==> src/rtl/ledr_rx_pkg.sv <==
package ledr_rx_pkg;
    typedef enum logic [1:0] {
        ST_WAIT    = 2'd0,
        ST_PRESENT = 2'd1,
        ST_SPACER  = 2'd2
    } rx_state_t;
endpackage

==> src/rtl/ledr_phase_chk.sv <==
module ledr_phase_chk #(
    parameter int WIDTH = 8
) (
    input  logic [WIDTH-1:0] data_i,
    input  logic [WIDTH-1:0] par_i,
    input  logic             exp_ph_i,
    output logic             all_hit_o,
    output logic             mixed_o
);
    logic [WIDTH-1:0] hit;

    for (genvar i = 0; i < WIDTH; i++) begin : g_bit
        assign hit[i] = ((data_i[i] ^ par_i[i]) == exp_ph_i);
    end

    assign all_hit_o = &hit;
    assign mixed_o   = (|hit) && !(&hit);
endmodule

==> src/rtl/ledr_stall_tmr.sv <==
module ledr_stall_tmr #(
    parameter int LIMIT = 16
) (
    input  logic clk,
    input  logic rst_n,
    input  logic armed_i,
    output logic stall_o
);
    localparam int CW = $clog2(LIMIT + 1);

    logic [CW-1:0] cnt_q;

    always_ff @(posedge clk) begin
        if (!rst_n) begin
            cnt_q <= '0;
        end else if (!armed_i) begin
            cnt_q <= '0;
        end else if (cnt_q != CW'(LIMIT)) begin
            cnt_q <= cnt_q + 1'b1;
        end
    end

    assign stall_o = (cnt_q == CW'(LIMIT));


    stall_needs_mixed_chk: assert property (@(posedge clk) disable iff (!rst_n)
        stall_o |-> $past(armed_i));
endmodule

==> src/rtl/ledr_dr_enc.sv <==
module ledr_dr_enc #(
    parameter int WIDTH = 8
) (
    input  logic             drive_i,
    input  logic [WIDTH-1:0] word_i,
    output logic [WIDTH-1:0] t_o,
    output logic [WIDTH-1:0] f_o
);
    for (genvar i = 0; i < WIDTH; i++) begin : g_pair
        assign t_o[i] = drive_i &  word_i[i];
        assign f_o[i] = drive_i & ~word_i[i];
    end
endmodule

==> src/rtl/ledr_rx_conv.sv <==
module ledr_rx_conv
    import ledr_rx_pkg::*;
#(
    parameter int WIDTH     = 8,
    parameter int STALL_CYC = 16
) (
    input  logic             clk,
    input  logic             rst_n,
    input  logic [WIDTH-1:0] ch_data,
    input  logic [WIDTH-1:0] ch_par,
    output logic             ch_ack,
    output logic [WIDTH-1:0] dr_t,
    output logic [WIDTH-1:0] dr_f,
    input  logic             dr_ack,
    output logic             stall
);
    rx_state_t        st_q, st_d;
    logic [WIDTH-1:0] word_q;
    logic             exp_q;
    logic             ack_q;
    logic             all_hit, mixed;
    logic             take_word, finish_word, drive;

    ledr_phase_chk #(.WIDTH(WIDTH)) u_phase (
        .data_i   (ch_data),
        .par_i    (ch_par),
        .exp_ph_i (exp_q),
        .all_hit_o(all_hit),
        .mixed_o  (mixed)
    );

    ledr_stall_tmr #(.LIMIT(STALL_CYC)) u_stall (
        .clk    (clk),
        .rst_n  (rst_n),
        .armed_i(mixed && (st_q == ST_WAIT)),
        .stall_o(stall)
    );

    assign take_word   = (st_q == ST_WAIT)   && all_hit;
    assign finish_word = (st_q == ST_SPACER) && !dr_ack;

    always_comb begin
        st_d = st_q;
        unique case (st_q)
            ST_WAIT:    if (all_hit) st_d = ST_PRESENT;
            ST_PRESENT: if (dr_ack)  st_d = ST_SPACER;
            ST_SPACER:  if (!dr_ack) st_d = ST_WAIT;
            default:    st_d = ST_WAIT;
        endcase
    end

    always_ff @(posedge clk) begin
        if (!rst_n) begin
            st_q   <= ST_WAIT;
            word_q <= '0;
            exp_q  <= 1'b1;
            ack_q  <= 1'b0;
        end else begin
            st_q <= st_d;
            if (take_word) begin
                word_q <= ch_data;
            end
            if (finish_word) begin
                ack_q <= ~ack_q;
                exp_q <= ~exp_q;
            end
        end
    end

    always_comb begin
        drive  = (st_q == ST_PRESENT);
        ch_ack = ack_q;
    end

    ledr_dr_enc #(.WIDTH(WIDTH)) u_enc (
        .drive_i(drive),
        .word_i (word_q),
        .t_o    (dr_t),
        .f_o    (dr_f)
    );


    no_both_rails_chk: assert property (@(posedge clk) disable iff (!rst_n)
        (dr_t & dr_f) == '0);


    ack_toggle_src_chk: assert property (@(posedge clk) disable iff (!rst_n)
        (ch_ack != $past(ch_ack)) |-> ($past(st_q) == ST_SPACER && !$past(dr_ack)));


    spacer_after_ack_chk: assert property (@(posedge clk) disable iff (!rst_n)
        (st_q == ST_PRESENT && dr_ack) |=> (dr_t == '0 && dr_f == '0));


    present_needs_match_chk: assert property (@(posedge clk) disable iff (!rst_n)
        (st_q == ST_PRESENT && $past(st_q) == ST_WAIT) |-> $past(all_hit));


    word_hold_chk: assert property (@(posedge clk) disable iff (!rst_n)
        (st_q == ST_PRESENT && $past(st_q) == ST_PRESENT) |-> ($stable(dr_t) && $stable(dr_f)));
endmodule

==> config.mk <==
export PLATFORM = sky130hd
export DESIGN_NAME = ledr_rx_conv
export DESIGN_NICKNAME = d
export VERILOG_FILES = /design/src/rtl/ledr_rx_pkg.sv /design/src/rtl/ledr_phase_chk.sv /design/src/rtl/ledr_stall_tmr.sv /design/src/rtl/ledr_dr_enc.sv /design/src/rtl/ledr_rx_conv.sv
export SDC_FILE = /design/constraint.sdc
export NUM_CORES = 1
export LEC_CHECK = 0
export BUFFER_PORTS_ARGS = -buffer_cell sky130_fd_sc_hd__buf_2
export CORE_MARGIN = 8
export CORE_UTILIZATION = 25
export CTS_CLUSTER_DIAMETER = 200
export DETAILED_ROUTE_END_ITERATION = 8
export SKIP_LAST_GASP = 1
export SLEW_MARGIN = 40
export SYNTH_ARGS = -nofsm -noshare
export SYNTH_HDL_FRONTEND = slang
export SYNTH_SLANG_ARGS = --single-unit
==> constraint.sdc <==
create_clock -name clk -period 1.4 [get_ports clk]
set_input_delay 0.28 -clock clk [delete_from_list [all_inputs] [get_ports clk]]
set_output_delay 0.28 -clock clk [all_outputs]
set_load 0.02 [all_outputs]
==> metrics.md, run 1 <==
| Metric | Value |
|---|---|
| Run status | finished, violations left |
| Failing checks | negative setup slack |
| 1st-iter DRT viols | 92 |
| Synth area leaders | dfxtp_1 (37%), mux2i_1 (9.8%), xor2_1 (8.5%), nand2_1 (7.7%), nor2_1 (6.5%) |
| Clock Path Buffers | 2 |
| Pwr Density | 678.6 nW/µm² |
| Vias in the first global route | 893 |
| Synth Net Count | 132 |
| Routed len/inst | 12.38 µm |
| Fin crit period | 1.474 ns |
| Die footprint | 5888 µm² |
| Hold Crit Endpoint | exp_q |
| Synthesized area per cell | 8.308 µm² |
| Synth Cell Area | 922.1 µm² |
| Chip Width | 76.74 µm |
| Largest net degree at the start of global routing | 18 |
| Ys flop type | dfxtp_1 |
| Antenna fix cells | 0 |
| Hold Crit Start | rst_n |
| Peak supply drop | 0.5035 mV |
| Worst-path fanout max | 2 |
| Worst Hold Class | input port to register |
| Most frequent cells after synthesis | nand2_1 (19), dfxtp_1 (17), nor2_1 (16) |
| Worst slew pin tran | 0.2662 ns |
| Async SR Flop Fraction | 0% |
| Register area share after synthesis | 36.91% |
| Final Setup Violations | 9 |
| I/O pin count | 37 |
| Slew Limit Fails | 0 |
| Initial antenna violation count | 0 |
| Synthesized instance count | 111 |
| Req. time, crit path | 1.12 ns |
| Min setup slack post-route | -0.07383 ns |
| Post-route cell area | 1528 µm² |
| Startpoint types | register |
| Crit path DAT | 1.19 ns |
| Skew final | 0.0008290 ns |
| CTS Buf Count | 3 |
| CP Class | register to primary output |
| Post-synth EDFFs | 0 |
| Max Cap Viol | 0 |
| CTS tree | done |
| Final wirelength | 2.711 mm |
| Hold path depth | 2 |
| Cell Area, Placed | 1256 µm² |
| Global-route wire length before repair | 4.064 mm |
| # DRC | 0 |
| Max Fclk | 678.5 MHz |
| Final Cycle Share | 105.3% |
| Row count | 22 |
| RSZ-0062 raised after global routing | true |
| RR Startpoint | u_stall.cnt_q[0] |
| Leak | 0.7606 nW |
| #FFs+latches synth | 17 |
| Synth Warn # | 0 |
| Root buf cell | clkbuf_8 |
| Hpwl dp | 1.852 mm |
| Fin. Hold Viols | 0 |
| Total global routing overflow | 0 |
| Setup TNS | -0.4578 ns |
| Clock transition at path regs | 0.07 ns |
| Post-synth top area cell | dfxtp_1 |
| Yosys cell types | 23 |
| Slew HR | 82.20% |
| Pre-antenna DRT Iters | 3 |
| Layout cells sized above 1 | 49.71% |
| Tot GR Track Use | 8.388% |
| Setup slack, reg-to-reg | 0.01 ns |
| Die H | 76.74 µm |
| Clk_lat worst skew | 0.25 ns |
| DR vias | 921 |
| ANT nets after route | 0 |
| Clock net sink count | 17 |
| Placeable Area | 3606 µm² |
| Area grow syn2layout | 65.67% |
| CP startpoint | u_stall.cnt_q[0] |
| Gpl congestion | 0.7355 |
| R2r endpoint | u_stall.cnt_q[1] |
| Synth top area share | 36.91% |
| CTS H-tree lvls | 1 |
| Nets | 193 |
| Most frequent cell after synthesis | nand2_1 |
| Via/cell ratio | 4.205 |
| Initial Util | 25.57% |
| Port bufs | 36 |
| Worst setup EP type | primary output |
| Worst R2R Path Depth | 8 |
power by group:
group | internal (mW) | total [mW] | switching (mW)
combinational | 0.0908 | 0.166 | 0.0755
clock | 0.202 | 0.370 | 0.168
sequential | 0.493 | 0.501 | 0.00801
metal layers:
metal / share of wire [%] / vias up / global-route usage, % / routed length [µm]
li1: - / 483 / - / -
met1: 44 / 420 / 9.239 / 1193
met2: 50 / 16 / 14.44 / 1364
met3: 4.4 / 2 / 3.030 / 119
met4: 1.3 / 0 / 2.885 / 34
met5: 0 / - / 0 / 0
cell families after synthesis:
| family | count (synthesis) | share of synthesized area, % |
|---|---|---|
| muxes | 9 | 9.770 |
| and+or+nand+nor | 58 | 30.39 |
| AOI/OAI and AO/OA | 3 | 2.307 |
| buffers and inverters | 7 | 3.663 |
| adders and majority gates | 2 | 2.713 |
| xor gates and xnor gates | 15 | 14.25 |
| DFF | 17 | 36.91 |
how the worst max path moves through the flow:
stage                     slack [ns]         to
after detailed placement       -0.33  word_q[7]
after floorplan                0.009  word_q[0]
final                          -0.07      stall
after CTS                      -0.08      stall
after global placement         -0.30  word_q[5]
after global routing           -0.12      stall
registers in the layout, indices dropped and copies added, names as in the netlist:
signal	count
exp_q	1
st_q	2
u_stall.cnt_q	5
word_q	8
ch_ack	1
repair_timing:
item,in CTS,in global routing
hold endpoints to repair,0,0
gates resized for setup,44,8
cloned,1,1
setup buffers,3,4
endpoints found under the setup margin,25,19
hold buffers,0,0
pin swaps,6,2
placed cells by master, fill, tap and decap left out, types with 2 or more instances in the layout:
master,n
nand2b_4,2
dfxtp_2,3
and2_4,8
nor2_1,14
inv_2,2
xnor2_1,6
buf_4,23
clkbuf_8,3
nand2_1,19
xor2_1,9
buf_2,25
mux2i_1,9
dfxtp_1,13
buf_6,12
nand3_1,2
nand4_1,3
nand2b_1,2
per-stage QoR:
stage	std cells	hold WS [ns]	utilization [%]	setup WS, ns	power [mW]
4_1_cts	214	0.2350	40.42	-0.07731	1.046
2_1_floorplan	111	0.3961	-	0.008775	0.5805
5_1_grt	219	0.2577	42.37	-0.1174	1.083
3_5_place_dp	206	0.4665	34.84	-0.3297	0.6637
6_report	219	0.2405	42.37	-0.07383	1.037
3_3_place_gp	206	0.4604	34.84	-0.2986	0.6636
layout make-up:
class	count	area, µm²
fill	359	2078
multi-input combinational	88	634.4
timing repair buffer	60	432.9
sequential	17	347.8
tap	48	60.06
clock buffer	4	45.04
inverter	2	7.507
worst max-delay path, stage by stage, from the launching register on:
cell and delay [ns]:
dfxtp_2 0.33, inv_2 0.07, ha_4 0.11, nor4bb_2 0.18
buf_4 0.15, buf_6 0.11
No activity file was read; power rests on OpenSTA's default activity.
==> inputs of run 2 (changes only) <==
- CORE_UTILIZATION: 25 -> 42
- PLACE_DENSITY: default -> 0.84
- SETUP_SLACK_MARGIN: default -> 0.1
==> run 2 against run 1 <==
Effect of this change:
- the flow finishes with violations (design-rule violations, negative setup slack)
- critical path type unchanged
- clock skew up 0.010 ns
- sequential share of layout area down 2.1 points
- count of clock-buffer cells in the layout unchanged
- sequential power up 0.8%
- final area up 9.3%
- non-clock buffer count down 2
- power down 3.0%
- clock power down 24%
- first-iteration DRC count up 24%
- register-to-register slack about the same
- flip-flop and latch count unchanged
- setup slack worse by 0.15 ns
==> metrics.md, run 2 (synthesis results as in run 1) <==
| Metric | Value |
|---|---|
| Slowest cell on the critical path | dfxtp_2 |
| Routed len/inst | 21.03 µm |
| Pre-antenna DRT Iters | 7 |
| Min setup slack post-route | -0.2242 ns |
| CTS tree | done |
| Startpoint types | register |
| Vias in the first global route | 1112 |
| Clock power frac | 28.1% |
| Delay-heaviest family, CP | flip-flops |
| Layout Utilization | 77.69% |
| Worst path cell trace | buf_6 -> nor2b_4 -> buf_6 -> and2_4 -> buf_6 |
| Seq pwr share | 50.2% |
| Crit path buffers/inverters | 3 |
| DR vias | 1123 |
| CTS H-tree lvls | 1 |
| Clock Path Buffers | 2 |
| Largest net degree at the start of global routing | 13 |
| Leading cell types in the layout, fill and taps excluded | buf_6 (22), buf_4 (20), nand2_1 (18) |
| Clock transition at path regs | 0.11 ns |
| ANT nets after route | 0 |
| Max Cap Viol | 0 |
| Peak supply drop | 0.5231 mV |
| Root buf cell | clkbuf_4 |
| Final Setup Violations | 27 |
| Most frequent CP cell | buf_6 |
| Layout cells sized above 1 | 58.24% |
| Post-cts hold buffer count | 0 |
| Hold path depth | 3 |
| Fin crit period | 1.624 ns |
| Setup TNS | -3.421 ns |
| Hold Crit Endpoint | word_q[6] |
| RSZ-0062 raised after global routing | true |
| Crit path DAT | 1.34 ns |
| R2r endpoint | word_q[7] |
| Max reg flops | 8 |
| Run status | finished, violations left |
| Proportion of power drawn by combinational gates | 21.6% |
| Largest registers | word_q: 8 flops, u_stall.cnt_q: 5 flops, st_q: 2 flops |
| Gpl congestion | 0.8519 |
| Worst-path fanout max | 5 |
| Hold Crit Start | ch_data[6] |
| Fin. Hold Viols | 0 |
| Via/cell ratio | 5.672 |
| Final Cycle Share | 116.0% |
| Max incr delay on CP | 0.37 ns |
| Min Hold Slack | 0.2304 ns |
| Worst slew pin tran | 0.3741 ns |
| Global-route wire length before repair | 5.595 mm |
| P_sw | 290.2 µW |
| Leading cell type in the layout, fill and taps excluded | buf_6 |
| Leak | 0.7614 nW |
| Max Fclk | 615.7 MHz |
| Worst Hold Class | input port to register |
| Pwr Density | 602.6 nW/µm² |
| Clock net sink count | 17 |
| Failing checks | design-rule violations, negative setup slack |
| Req. time, crit path | 1.12 ns |
| RR Startpoint | st_q[0] |
| Die footprint | 3951 µm² |
| Initial antenna violation count | 0 |
| Total global routing overflow | 0 |
| Antenna fix cells | 0 |
| Initial Util | 42.92% |
| Internal | 715.5 µW |
| Row count | 17 |
| CP Class | register to primary output |
| Placeable Area | 2148 µm² |
| I/O pin count | 37 |
| Area grow syn2layout | 81.00% |
| Setup slack, reg-to-reg | 0.02 ns |
| Worst setup EP type | primary output |
| Worst R2R Path Depth | 6 |
| Tot GR Track Use | 17.31% |
| Slew HR | 74.97% |
| Clk_lat worst skew | 0.31 ns |
| Hpwl dp | 1.969 mm |
| Port bufs | 36 |
| Slew Limit Fails | 0 |
| Final wirelength | 4.164 mm |
| # DRC | 1 |
| 1st-iter DRT viols | 114 |
| Nets | 192 |
| Sw Ratio | 28.86% |
| Skew final | 0.01099 ns |
| Largest Register | word_q |
| Chip Width | 62.86 µm |
| Die H | 62.86 µm |
| CTS Buf Count | 3 |
[run 2: cell count changes in the layout (fill, tap and decap cells not counted), sizes merged]
cell / before / now
buf: 60 / 58
o22a: 1 / 2
[run 2: layer usage]
layer / up-vias / part of all wire, % / wire length (µm) / track usage (%)
li1: 477 / - / - / -
met1: 524 / 36 / 1512 / 17.77
met2: 101 / 50 / 2071 / 29.50
met3: 21 / 9.7 / 404 / 5.735
met4: 0 / 4.2 / 176 / 11.11
met5: - / 0 / 0 / 0
[run 2: tightest hold or removal path: cells and delay by family]
family | cells | cell delay, ns
AND/OR/NAND/NOR | 1 | 0.05
buffers and inverters | 1 | 0.11
multiplexers | 1 | 0.06
[run 2: how the worst max path moves through the flow]
stage,to,startpoint,cells past startpoint
final,dr_t[3],st_q[0],5
after global routing,dr_t[5],st_q[0],5
after CTS,dr_t[2],st_q[0],5
after detailed placement,word_q[5],ch_data[7],6
after global placement,word_q[5],ch_data[7],6
after floorplan,word_q[0],ch_data[0],6
[run 2: power groups by stage]
stage                     clock network [mW]  registers (mW)  logic (mW)
after floorplan                            0           0.511      0.0693
after global placement                     0           0.510       0.133
after detailed placement                   0           0.511       0.139
after CTS                              0.269           0.503       0.163
after global routing                   0.308           0.505       0.232
final                                  0.283           0.505       0.218
[run 2: through the flow]
step	total power, mW	area (µm²)	instances	setup slack [ns]
after floorplan	0.5806	923.4	111	0.01367
after global placement	0.6425	1194	181	-0.2624
after detailed placement	0.6499	1194	181	-0.3359
after CTS	0.9355	1496	193	-0.1519
after global routing	1.045	1669	198	-0.2699
final	1.006	1669	198	-0.2242
[run 2: area by class of cell]
| cell class | count | area [µm²] |
|---|---|---|
| clock buffers | 4 | 26.28 |
| fillers | 112 | 479.2 |
| inverters | 2 | 7.507 |
| multi-input cells | 89 | 777.0 |
| flip-flops and latches | 17 | 345.3 |
| well taps | 28 | 35.03 |
| repair buffers | 58 | 478.0 |
[run 2: timing repair]
| action | in CTS | in global routing |
|---|---|---|
| gates resized for setup | 65 | 31 |
| setup buffers | 6 | 6 |
| endpoints found under the setup margin | 28 | 33 |
| pin swaps | 9 | 10 |
| cloned | 2 | 0 |
==> inputs of run 3 (changes only) <==
- clock period: 1.4 -> 1.3 ns (I/O delays scaled with it)
==> run 3 against run 2 <==
Effect of this change:
- the run ends with negative setup slack left
- register-to-register slack got worse by 0.28 ns
- non-clock buffer count rose by 3
- die area did not move
- clock power rose by 7.8%
- sequential power rose by 7.5%
- sequential share of layout area rose by 1.0 points
- flip-flop and latch count did not move
- critical endpoint is now dr_t[0]
- largest power group unchanged
==> metrics.md, run 3 (synthesis results as in run 1) <==
| Metric | Value |
|---|---|
| Run status | finished, violations left |
| Failing checks | negative setup slack |
| RSZ-0062 raised after global routing | true |
| CP startpoint | st_q[0] |
| Final Cycle Share | 122.2% |
| Final Setup Violations | 33 |
| CTS tree | done |
| Slew HR | 80.76% |
| Clock Path Buffers | 2 |
| Crit path DAT | 1.33 ns |
| Largest net degree at the start of global routing | 21 |
| Max Cap Viol | 0 |
| Layout Utilization | 74.02% |
| Worst Hold Class | input port to register |
| Initial antenna violation count | 0 |
| Largest registers | word_q: 8 flops, u_stall.cnt_q: 5 flops, st_q: 2 flops |
| Post-route cell area | 1590 µm² |
| Dpl ws | -0.3960 ns |
| Worst setup EP type | primary output |
| Clock transition at path regs | 0.11 ns |
| Initial Util | 42.92% |
| Placeable Area | 2148 µm² |
| Cell Area, Placed | 1216 µm² |
| I/O pin count | 37 |
| ANT nets after route | 0 |
| CP Class | register to primary output |
| Nets | 195 |
| Hpwl dp | 1.886 mm |
| Leading cell type in the layout, fill and taps excluded | buf_4 |
| Req. time, crit path | 1.04 ns |
| RR Startpoint | st_q[0] |
| Layout cells sized above 1 | 56.07% |
| Gpl congestion | 0.7689 |
| Die footprint | 3951 µm² |
| Chip Width | 62.86 µm |
| CTS H-tree lvls | 1 |
| Via/cell ratio | 5.333 |
| Startpoint types | register |
| Leading cell types in the layout, fill and taps excluded | buf_4 (24), buf_2 (19), nand2_1 (18), buf_6 (18), dfxtp_1 (13) |
| Min Hold Slack | 0.2158 ns |
| Slew Limit Fails | 0 |
| Vias in the first global route | 1120 |
| Max reg flops | 8 |
| Min setup slack post-route | -0.2887 ns |
| Hold Crit Start | ch_data[3] |
| Clk_lat worst skew | 0.31 ns |
| Peak supply drop | 0.7102 mV |
| Tot GR Track Use | 17.51% |
| Final wirelength | 3.570 mm |
| Antenna fix cells | 0 |
| # DRC | 0 |
| Pwr Density | 659.2 nW/µm² |
| Max Fclk | 629.5 MHz |
| Root buf cell | clkbuf_4 |
| Row count | 17 |
| Total global routing overflow | 0 |
| 1st-iter DRT viols | 45 |
| Port bufs | 36 |
| Area grow syn2layout | 72.46% |
| Leak | 0.7608 nW |
| Pre-antenna DRT Iters | 4 |
| CTS Buf Count | 3 |
| DR vias | 1072 |
| Largest Register | word_q |
| Worst slew pin tran | 0.2865 ns |
| Clock net sink count | 17 |
| Die H | 62.86 µm |
| Worst-path fanout max | 5 |
| Global-route wire length before repair | 5.423 mm |
| Routed len/inst | 17.76 µm |
| Fin. Hold Viols | 0 |
| Total power | 1.048 mW |
| Post-cts hold buffer count | 0 |
| Fin crit period | 1.589 ns |
| Skew final | 0.004504 ns |
run 3: changes by cell type in the layout (fill, tap and decap cells not counted), moves of 2 or more:
cell    previous run  this run
nor2_2             1         5
buf_2             16        19
buf_4             20        24
xor2_1             7         9
buf_6             22        18
nor2_4             8         3
run 3: critical path, cell delays in order, from the launching register on:
cell and delay, ns:
dfxtp_2 0.35, buf_6 0.11, nor2b_4 0.16, buf_6 0.13, and2_4 0.14, buf_6 0.11
run 3: final timing paths:
path,endpoint,slack (ns),cells after the start
min,word_q[3],0.22,3
min reg2reg,word_q[4],0.51,2
max,dr_t[0],-0.29,5
max reg2reg,u_stall.cnt_q[2],-0.26,6
run 3: through the flow:
step,setup TNS [ns],cells
floorplan,-0.5617,111
global placement,-3.396,184
detailed placement,-4.085,184
CTS,-3.244,198
global route,-7.363,201
finish,-5.754,201
run 3: report_power, final:
group	internal, mW	switching (mW)	total (mW)
logic	0.103	0.0974	0.200
clock network	0.115	0.190	0.305
registers	0.532	0.0104	0.543
total	0.751	0.298	1.05
run 3: repair_timing:
action | 4_1_cts | 5_1_grt
gates resized for setup | 69 | 8
endpoints found under the setup margin | 28 | 33
pin swaps | 8 | 7
hold endpoints to repair | 0 | 0
cloned | 3 | 0
setup buffers | 7 | 4
run 3: layout make-up:
class	count	area, µm²
timing repair buffer	61	478.0
clock buffer	3	22.52
sequential	17	345.3
multi-input combinational	89	696.9
clock inverter	1	5.005
tap	28	35.03
fill	112	558.0
inverter	2	7.507
run 3: per-layer routing:
layer	global-route usage [%]	up-vias	part of all wire (%)
li1	-	487	-
met1	18.03	519	40
met2	30.27	49	50
met3	3.943	17	5.1
met4	13.11	0	4.6
met5	0	-	0
